**config.mk**
```make
export PLATFORM = sky130hd
export DESIGN_NAME = wb_subop_sched
export DESIGN_NICKNAME = d
export VERILOG_FILES = /design/src/rtl/scheduler_pkg.sv /design/src/rtl/operand_latch.sv /design/src/rtl/subop_unit.sv /design/src/rtl/wb_subop_sched.sv
export SDC_FILE = /design/constraint.sdc
export NUM_CORES = 1
export LEC_CHECK = 0
export ABC_CLOCK_PERIOD_IN_PS = 3200
export CAP_MARGIN = 30
export CORE_UTILIZATION = 50
export DETAILED_ROUTE_END_ITERATION = 7
export PLACE_DENSITY = 0.73
export SYNTH_ARGS = -nofsm -noshare
export SYNTH_HDL_FRONTEND = slang
export SYNTH_SLANG_ARGS = --single-unit
```
**constraint.sdc**
```tcl
create_clock -name clk -period 3.2 [get_ports clk]
set_clock_uncertainty 0.15 [all_clocks]
set_input_delay 0.64 -clock clk [delete_from_list [all_inputs] [get_ports clk]]
set_output_delay 0.64 -clock clk [all_outputs]
set_load 0.05 [all_outputs]
```
**src/rtl/scheduler_pkg.sv**
```systemverilog
package scheduler_pkg;

   typedef enum logic [1:0] {
      RK_NONE = 2'b00,
      RK_ADDR = 2'b01,
      RK_DATA = 2'b10,
      RK_BOTH = 2'b11
   } req_kind_e;

   typedef enum logic [1:0] {
      SO_CTR = 2'b00,
      SO_ENC = 2'b01,
      SO_CMB = 2'b10,
      SO_MAC = 2'b11
   } subop_e;

   localparam int NUM_UNITS = 4;

endpackage

```
**src/rtl/operand_latch.sv**
```systemverilog
module operand_latch #(
   parameter int W = 32
) (
   input  logic         clk,
   input  logic         rst_n,
   input  logic         clr,
   input  logic         en,
   input  logic         vld,
   input  logic [W-1:0] din,
   output logic         have,
   output logic [W-1:0] q
);

   generate
      if (W < 1) begin : g_bad_w
         $error("operand_latch: W must be at least 1");
      end
   endgenerate

   always_ff @(posedge clk) begin
      if (!rst_n) begin
         have <= 1'b0;
         q    <= '0;
      end else if (clr) begin
         have <= vld & en;
         q    <= (vld & en) ? din : '0;
      end else if (!have && vld && en) begin
         have <= 1'b1;
         q    <= din;
      end
   end

endmodule

```
**src/rtl/subop_unit.sv**
```systemverilog
module subop_unit
   import scheduler_pkg::*;
#(
   parameter int              DW  = 32,
   parameter int              LAT = 1,
   parameter subop_e          OP  = SO_CTR,
   parameter logic [DW-1:0]   KEY = '0
) (
   input  logic          clk,
   input  logic          rst_n,
   input  logic          clr,
   input  logic          start,
   input  logic [DW-1:0] a,
   input  logic [DW-1:0] b,
   output logic          idle,
   output logic          rdy,
   output logic [DW-1:0] res
);

   localparam int CW = $clog2(LAT + 1);
   localparam int HW = DW / 2;

   logic [CW-1:0] cnt;
   logic [DW-1:0] op_a;
   logic [DW-1:0] op_b;
   logic [DW-1:0] f;

   generate
      if (LAT < 1) begin : g_bad_lat
         $error("subop_unit: LAT must be at least 1");
      end
      if ((DW % 2) != 0 || DW < 2) begin : g_bad_dw
         $error("subop_unit: DW must be even and at least 2");
      end

      if (OP == SO_CTR) begin : g_ctr
         assign f = (op_a + KEY) ^ op_b;
      end else if (OP == SO_ENC) begin : g_enc
         assign f = {op_a[DW-2:0], op_a[DW-1]} ^ KEY ^ op_b;
      end else if (OP == SO_CMB) begin : g_cmb
         assign f = op_a ^ op_b ^ KEY;
      end else begin : g_mac
         assign f = ((op_a ^ {op_a[HW-1:0], op_a[DW-1:HW]}) + KEY) ^ op_b;
      end
   endgenerate

   assign idle = (cnt == '0) && !rdy;

   always_ff @(posedge clk) begin
      if (!rst_n) begin
         cnt  <= '0;
         rdy  <= 1'b0;
         res  <= '0;
         op_a <= '0;
         op_b <= '0;
      end else if (clr) begin
         cnt  <= '0;
         rdy  <= 1'b0;
         res  <= '0;
      end else if (start && idle) begin
         cnt  <= CW'(LAT);
         op_a <= a;
         op_b <= b;
      end else if (cnt != '0) begin
         cnt <= cnt - 1'b1;
         if (cnt == CW'(1)) begin
            rdy <= 1'b1;
            res <= f;
         end
      end
   end

   // a ready result stays ready until the request is cleared
   a_r6_rdy_sticky: assert property (@(posedge clk) disable iff (!rst_n)
      (rdy && !clr) |=> (rdy && $stable(res)));

   // a clear wipes the unit
   a_r8_clear_wipes: assert property (@(posedge clk) disable iff (!rst_n)
      clr |=> (!rdy && res == '0));

endmodule

```
**src/rtl/wb_subop_sched.sv**
```systemverilog
module wb_subop_sched
   import scheduler_pkg::*;
#(
   parameter int            AW       = 16,
   parameter int            DW       = 32,
   parameter int            LAT_CTR  = 2,
   parameter int            LAT_ENC  = 4,
   parameter int            LAT_CMB  = 1,
   parameter int            LAT_MAC  = 6,
   parameter logic [DW-1:0] CTR_SALT = 32'h0000_1000,
   parameter logic [DW-1:0] PAD_KEY  = 32'hA5C3_0F96,
   parameter logic [DW-1:0] MAC_KEY  = 32'h1357_9BDF
) (
   input  logic          clk,
   input  logic          rst_n,
   input  logic          req_go,
   input  logic [1:0]    req_kind,
   input  logic          addr_vld,
   input  logic [AW-1:0] addr,
   input  logic          data_vld,
   input  logic [DW-1:0] data,
   output logic          done,
   output logic [DW-1:0] res_pad,
   output logic [DW-1:0] res_cipher,
   output logic [DW-1:0] res_mac
);

   generate
      if (AW > DW) begin : g_bad_aw
         $error("wb_subop_sched: AW must not exceed DW");
      end
   endgenerate

   logic [1:0]    kind_q;
   logic          done_sent;
   logic          use_addr, use_data;
   logic          adr_have, dat_have;
   logic [AW-1:0] adr_q;
   logic [DW-1:0] dat_q;
   logic [DW-1:0] ctr_res, enc_res, cmb_res, mac_res;
   logic          ctr_rdy, enc_rdy, cmb_rdy, mac_rdy;
   logic          ctr_idle, enc_idle, cmb_idle, mac_idle;
   logic          ctr_go, enc_go, cmb_go, mac_go;
   logic          need_met;

   assign use_addr = req_go ? req_kind[0] : kind_q[0];
   assign use_data = req_go ? req_kind[1] : kind_q[1];

   operand_latch #(.W(AW)) u_adr (
      .clk(clk), .rst_n(rst_n), .clr(req_go), .en(use_addr),
      .vld(addr_vld), .din(addr), .have(adr_have), .q(adr_q)
   );

   operand_latch #(.W(DW)) u_dat (
      .clk(clk), .rst_n(rst_n), .clr(req_go), .en(use_data),
      .vld(data_vld), .din(data), .have(dat_have), .q(dat_q)
   );

   // launch each unit once its own operands are present
   assign ctr_go = !req_go && adr_have && ctr_idle;
   assign enc_go = !req_go && ctr_rdy && enc_idle;
   assign cmb_go = !req_go && (kind_q == RK_BOTH) && enc_rdy && dat_have && cmb_idle;
   assign mac_go = !req_go && dat_have && mac_idle;

   subop_unit #(.DW(DW), .LAT(LAT_CTR), .OP(SO_CTR), .KEY(CTR_SALT)) u_ctr (
      .clk(clk), .rst_n(rst_n), .clr(req_go), .start(ctr_go),
      .a(DW'(adr_q)), .b('0), .idle(ctr_idle), .rdy(ctr_rdy), .res(ctr_res)
   );

   subop_unit #(.DW(DW), .LAT(LAT_ENC), .OP(SO_ENC), .KEY(PAD_KEY)) u_enc (
      .clk(clk), .rst_n(rst_n), .clr(req_go), .start(enc_go),
      .a(ctr_res), .b('0), .idle(enc_idle), .rdy(enc_rdy), .res(enc_res)
   );

   subop_unit #(.DW(DW), .LAT(LAT_CMB), .OP(SO_CMB), .KEY('0)) u_cmb (
      .clk(clk), .rst_n(rst_n), .clr(req_go), .start(cmb_go),
      .a(enc_res), .b(dat_q), .idle(cmb_idle), .rdy(cmb_rdy), .res(cmb_res)
   );

   subop_unit #(.DW(DW), .LAT(LAT_MAC), .OP(SO_MAC), .KEY(MAC_KEY)) u_mac (
      .clk(clk), .rst_n(rst_n), .clr(req_go), .start(mac_go),
      .a(dat_q), .b('0), .idle(mac_idle), .rdy(mac_rdy), .res(mac_res)
   );

   assign need_met = (!kind_q[0] || enc_rdy) &&
                     (!kind_q[1] || mac_rdy) &&
                     ((kind_q != RK_BOTH) || cmb_rdy);

   always_ff @(posedge clk) begin
      if (!rst_n) begin
         kind_q    <= RK_NONE;
         done_sent <= 1'b1;
         done      <= 1'b0;
      end else if (req_go) begin
         kind_q    <= req_kind;
         done_sent <= 1'b0;
         done      <= 1'b0;
      end else begin
         done      <= need_met && !done_sent;
         done_sent <= done_sent || need_met;
      end
   end

   assign res_pad    = enc_res;
   assign res_cipher = cmb_res;
   assign res_mac    = mac_res;

   // the pad only becomes ready after the counter
   a_r2_pad_after_ctr: assert property (@(posedge clk) disable iff (!rst_n)
      $rose(enc_rdy) |-> ctr_rdy);

   // the tag only becomes ready with data captured
   a_r3_mac_has_data: assert property (@(posedge clk) disable iff (!rst_n)
      $rose(mac_rdy) |-> dat_have);

   // the combine result needs both pad and data
   a_r4_cmb_after_deps: assert property (@(posedge clk) disable iff (!rst_n)
      $rose(cmb_rdy) |-> (enc_rdy && dat_have));

   // the address chain runs only for kinds that use the address
   a_r5_ctr_kind: assert property (@(posedge clk) disable iff (!rst_n)
      ctr_rdy |-> kind_q[0]);

   // done is a single-cycle pulse
   a_r6_done_pulse: assert property (@(posedge clk) disable iff (!rst_n)
      done |=> !done);

   // results hold after completion until a new request
   a_r7_results_hold: assert property (@(posedge clk) disable iff (!rst_n)
      (done_sent && !req_go) |=> ($stable(res_pad) && $stable(res_cipher) && $stable(res_mac)));

endmodule

```
* Word-level counts from Yosys, hierarchy flattened
Cells that the tools add are included.
** Word-level totals
- Bits in registers :: 339
- Input port bits :: 55
- Logic and storage cells :: 133
- Output and inout bits :: 97
** Cells by class
- Muxes and demuxes :: 21
- Bitwise logic cells :: 12
- Equal/unequal tests :: 5
- Reduce and logical (&&, ||, !) cells :: 62
- Add/subtract/negate cells :: 6
** Operator list (count)
- two-way mux 32 bit :: 3
- bitwise XOR 32 bit :: 2
- two-way mux 16 bit :: 3
- adder 32 x 29 -> 32 bit (second input constant) :: 1
- logical AND 1 bit :: 25
- adder 16 x 13 -> 17 bit (second input constant) :: 1
- NOT 16 bit :: 1
- two-way mux 3 bit :: 4
- nonzero test 2 bit :: 6
- logical NOT 1 bit :: 10
- AND reduction 2 bit :: 5
- two-way mux 1 bit :: 9
- AND reduction 3 bit :: 3
- OR reduction 3 bit :: 3
- NOT 1 bit :: 7
- equality test 3 x 1 -> 1 bit (second input constant) :: 2
- logical NOT 3 bit :: 2
- nonzero test 3 bit :: 2
- subtractor 3 x 1 -> 3 bit (second input constant) :: 2
- logical OR 1 bit :: 4
- two-way mux 2 bit :: 2
- AND 1 bit :: 2
- equality test 2 x 1 -> 1 bit (second input constant) :: 1
- equality test 2 bit (second input constant) :: 1
- 5 further kinds :: 5

* Logic depth before layout (Yosys ltp)
- Word-level depth :: 8
- Mapped depth :: 10
- Depth with buffers taken out :: 8

* Cells and area by module
From an unflattened synthesis, not the netlist that was laid out.
** Second synthesis, totals
- Cell total of the unflattened synthesis :: 2265
- Area, all modules :: 19871.6 µm²
** Modules (own cells, without submodules)
- subop_unit (u_mac) :: sequential area each 2001.9 µm², cells each 623, area an instance 5201.2 µm², instances 1
- subop_unit (u_ctr) :: sequential area each 1981.9 µm², cells each 490, area an instance 4220.3 µm², instances 1
- subop_unit (u_cmb) :: sequential area each 1961.9 µm², cells each 423, area an instance 3961.3 µm², instances 1
- subop_unit (u_enc) :: sequential area each 2001.9 µm², cells each 468, area an instance 3936.3 µm², instances 1
- operand_latch (u_dat) :: sequential area each 660.6 µm², cells each 155, area an instance 1546.5 µm², instances 1
- operand_latch (u_adr) :: sequential area each 340.3 µm², cells each 80, area an instance 778.2 µm², instances 1
- wb_subop_sched :: sequential area each 80.1 µm², cells each 26, area an instance 227.7 µm², instances 1

* Least setup slack after synthesis
OpenSTA, ideal clock, no wires.
- Path kind :: register to register
- Start point :: register u_mac.op_a[0]
- End point :: register u_mac.res[30]
- Setup slack :: 0.866 ns
- Stages on the path, launching flop included :: 9
- Library setup time :: 0.074 ns
- Path buffers :: 0
- Data arrival time :: 2.110 ns
- Required time :: 2.976 ns
- Clock period less this slack :: 2.334 ns
- Cells stage by stage :: dfxtp_1 xor2_1 inv_1 ha_1 nand4_1 a211oi_2 o31ai_2 or4_1 a31oi_1
** Between the ends
- Cells in the longest elaborated chain, start to end :: 2
** Ends and longest elaborated chain
- start: declaration :: line subop_unit.sv:24 : logic [DW-1:0] op_a;
- start signal: assignment :: line subop_unit.sv:54 : op_a <= '0;
- start signal: assignment :: line subop_unit.sv:62 : op_a <= a;
- bitwise XOR 32 bit :: line subop_unit.sv:43 : assign f = ((op_a ^ {op_a[HW-1:0], op_a[DW-1:HW]}) + KEY) ^ op_b;
- adder 32 x 29 -> 32 bit :: line subop_unit.sv:43
- end signal: assignment :: line subop_unit.sv:53 : res <= '0;
- end signal: assignment :: line subop_unit.sv:59 : res <= '0;
- end signal: assignment :: line subop_unit.sv:68 : res <= f;
- end: declaration :: line subop_unit.sv:17 : output logic [DW-1:0] res
Every way passes these cells.
A chain may end at the register's enable or synchronous reset.

* Final worst setup path
- Start point :: register u_mac.op_a[17]
- End point :: register u_mac.res[18]
The elaborated chain is that of the path after synthesis.

==> flow_summary.yaml <==
outcome:
  status: "finished, final reports clean"
detailed_routing:
  ant_nets: 0
  drt_wl_total_um: 31700
  wl_per_cell_um: 17.2
  drtIter0Drc: 676
  drc_errors: 0
  vias: 9940
  vias_per_cell: 5.40
  dr.pass1.iters: 5
sta:
  tightest_slew_ps: 830
  period_share: 0.863
  fmax_mhz: 362
  setup_viol: 0
  hold_viol_final: 0
  fin_setup_tns_ps: 0
  drv_slew: 0
  slew_headroom: 0.447
  rsz0062_at_grt: "no"
  period_needed_ps: 2760
min_path:
  hold_start: "u_enc.op_a[7]"
  holdCritPathClass: "register to register"
power_and_ir_drop:
  peakVddDrop_v: 0.000407
  total_power_mw: 7.33
  p_per_area_nw_per_um2: 500
  leakage_nw: 4.82
yosys:
  synthCells: 1398
  syn_area_per_cell_um2: 8.55
  synthArstFlopShare: 0
  ys_types: 65
  synth_seq_cells: 280
  synth_warnings: 0
  yosysSeqAreaShare: 0.469
  netlist_area_um2: 12000
  synthFlopType: "dfxtp_1"
  synth-edff-count: 0
cells_and_area:
  final_cell_mix: "nand2_1 (335), dfxtp_1 (279), a21boi_0 (163), clkdlybuf4s50_1 (141), nor2_1 (94)"
  areaGrowthSynthToFinish_pct: 22.6
  fillers: 2091
  finalNetCount: 1566
  mostFrequentLayoutCell: "nand2_1"
  n_antenna_cell: 0
  drive_gt1_frac: 0.0729
clocking:
  cts_resized: 0
  clk_pin_slew_ps: 60
  tritoncts: "done"
  post_cts_buffers: 0
  clockBufferDepth: 3
  htreeDepth: 1
  clk_latency_ps: 550
  cts-buffers-inserted: 28
  cts_root_buf: "clkbuf_16"
  cts_hold_buf: 0
  cts.sinks: 280
global_routing:
  overflow: 0
  grt_pass1_vias: 9420
  grt_usage: 0.259
  grt_max_degree: 167
  grt_pass1_wl_um: 50200
  antenna_found_initial: 0
worst_setup_path:
  crit_required_ps: 3540
  crit_buf_inv: 1
  path_delay_family: "compound AO/OA/AOI/OAI gates"
  path_max_fanout: 6
  critPathLaunchType: "register"
  slowest_delay_ps: 490
  r2r_slack_ps: 440
  crit_type: "register to register"
  endpoint_kind: "register"
  slowest_stage: "o32ai_4"
  crit_path_cell_trace: "xor2_1, inv_1, ha_1, a41oi_4, o32ai_4, o31ai_2, or4_1, nand3_1"
  critical_path.startpoint: "u_mac.op_a[17]"
  r2r-start: "u_mac.op_a[17]"
  critPathArrivalTime_ps: 3100
floorplanning:
  num_rows: 56
  core_um2: 23500
  die_x_um: 157
  die_area_um2: 24500
  io-pin-count: 152
  die_h_um: 157
  initial_utilization: 0.509
job:
  max_cap_viol_count: 0
placement:
  place_congestion: 0.978
  portBuffers: 142
  hpwlAfterDp_um: 22000
## power by group
group	total [mW]	internal (mW)	switching (mW)	leakage, nW
sequential	3.53	3.51	0.0227	2.26
clock	3.49	2.09	1.40	0.488
combinational	0.308	0.136	0.172	2.07
total	7.33	5.74	1.60	4.82
## layer usage
layer | track usage | vias up | wire length [um]
li1 | - | 4943 | -
met1 | 0.342 | 4634 | 14100
met2 | 0.434 | 306 | 14900
met3 | 0.0360 | 57 | 1690
met4 | 0.0864 | 0 | 994
met5 | 0 | - | 0
## path summary, 6_finish.rpt
kind	to	cells after the start
worst max register to register	u_mac.res[18]	8
worst min-delay path	u_enc.res[8]	1
worst min register to register	u_enc.res[8]	1
worst max-delay path	u_mac.res[18]	8
## worst reg2reg max path, cell delays in order (launching register included)
cell and delay (ps):
dfxtp_1 330, xor2_1 160, inv_1 210, ha_1 430
a41oi_4 230, o32ai_4 490, o31ai_2 160, or4_1 430
nand3_1 100
## flip-flops by register name, summed over array words and instances (netlist names), 16 cells and up
name	count
u_cmb.op_b	32
u_ctr.op_a	16
u_adr.q	16
u_dat.q	32
u_enc.op_a	17
u_mac.res	32
u_mac.op_a	32
u_enc.res	18
u_ctr.res	17
u_cmb.op_a	18
u_cmb.res	32
## synth_stat cells, drive strengths merged (2+ instances only)
master	n	area, um^2
a211oi	43	328
a21boi	164	1230
a21o	2	15.0
a21oi	47	235
a311oi	4	35.0
a31oi	4	25.0
a41oi	3	52.6
and2	6	37.5
and3	4	25.0
and4	3	26.3
buf	17	121
clkbuf	98	368
dfxtp	280	5610
ha	8	100
inv	10	37.5
mux2i	13	130
nand2	335	1260
nand2b	6	37.5
nand3	24	120
nand3b	48	360
nand4	13	87.6
nor2	95	359
nor2b	2	12.5
nor3	13	65.1
nor3b	2	15.0
nor4	5	31.3
o211ai	5	37.5
o21a	5	37.5
o21ai	43	215
o311ai	3	26.3
o31ai	4	40.0
o41ai	2	25.0
or2	3	18.8
or3	4	25.0
or4	4	30.0
xnor2	48	499
xor2	16	155
## stage by stage
| stage | area, um^2 | instances | hold slack, ps | setup slack [ps] | utilization |
|---|---|---|---|---|---|
| 4_1_cts | 14700 | 1842 | 269 | 442 | 0.624 |
| 2_1_floorplan | 12000 | 1406 | 243 | 866 | - |
| 3_5_place_dp | 13700 | 1792 | 271 | 405 | 0.582 |
| 5_1_grt | 14700 | 1842 | 276 | 314 | 0.624 |
| 3_3_place_gp | 13700 | 1792 | 268 | 435 | 0.582 |
| 6_report | 14700 | 1842 | 282 | 437 | 0.624 |
## logic make-up after synthesis
| logic type | Yosys count | synth area share |
|---|---|---|
| XOR/XNOR | 64 | 0.0547 |
| AND/OR/NAND/NOR | 569 | 0.212 |
| other | 1 | 0.000314 |
| multiplexers | 13 | 0.0109 |
| AO/OA/AOI/OAI | 338 | 0.201 |
| flip-flops | 280 | 0.469 |
| buffers and inverters | 125 | 0.0441 |
| adder cells (fa/ha/maj) | 8 | 0.00837 |
## cell type report
class / count / area, um^2 / share of cell area
timing repair buffer: 182 / 1730 / 0.118
tap: 319 / 399 / 0.0272
inverter: 10 / 37.5 / 0.00256
clock buffer: 33 / 749 / 0.0511
sequential: 280 / 5610 / 0.383
clock inverter: 17 / 251 / 0.0172
multi-input combinational: 1001 / 5880 / 0.401
No activity file was read; power rests on OpenSTA's default activity.
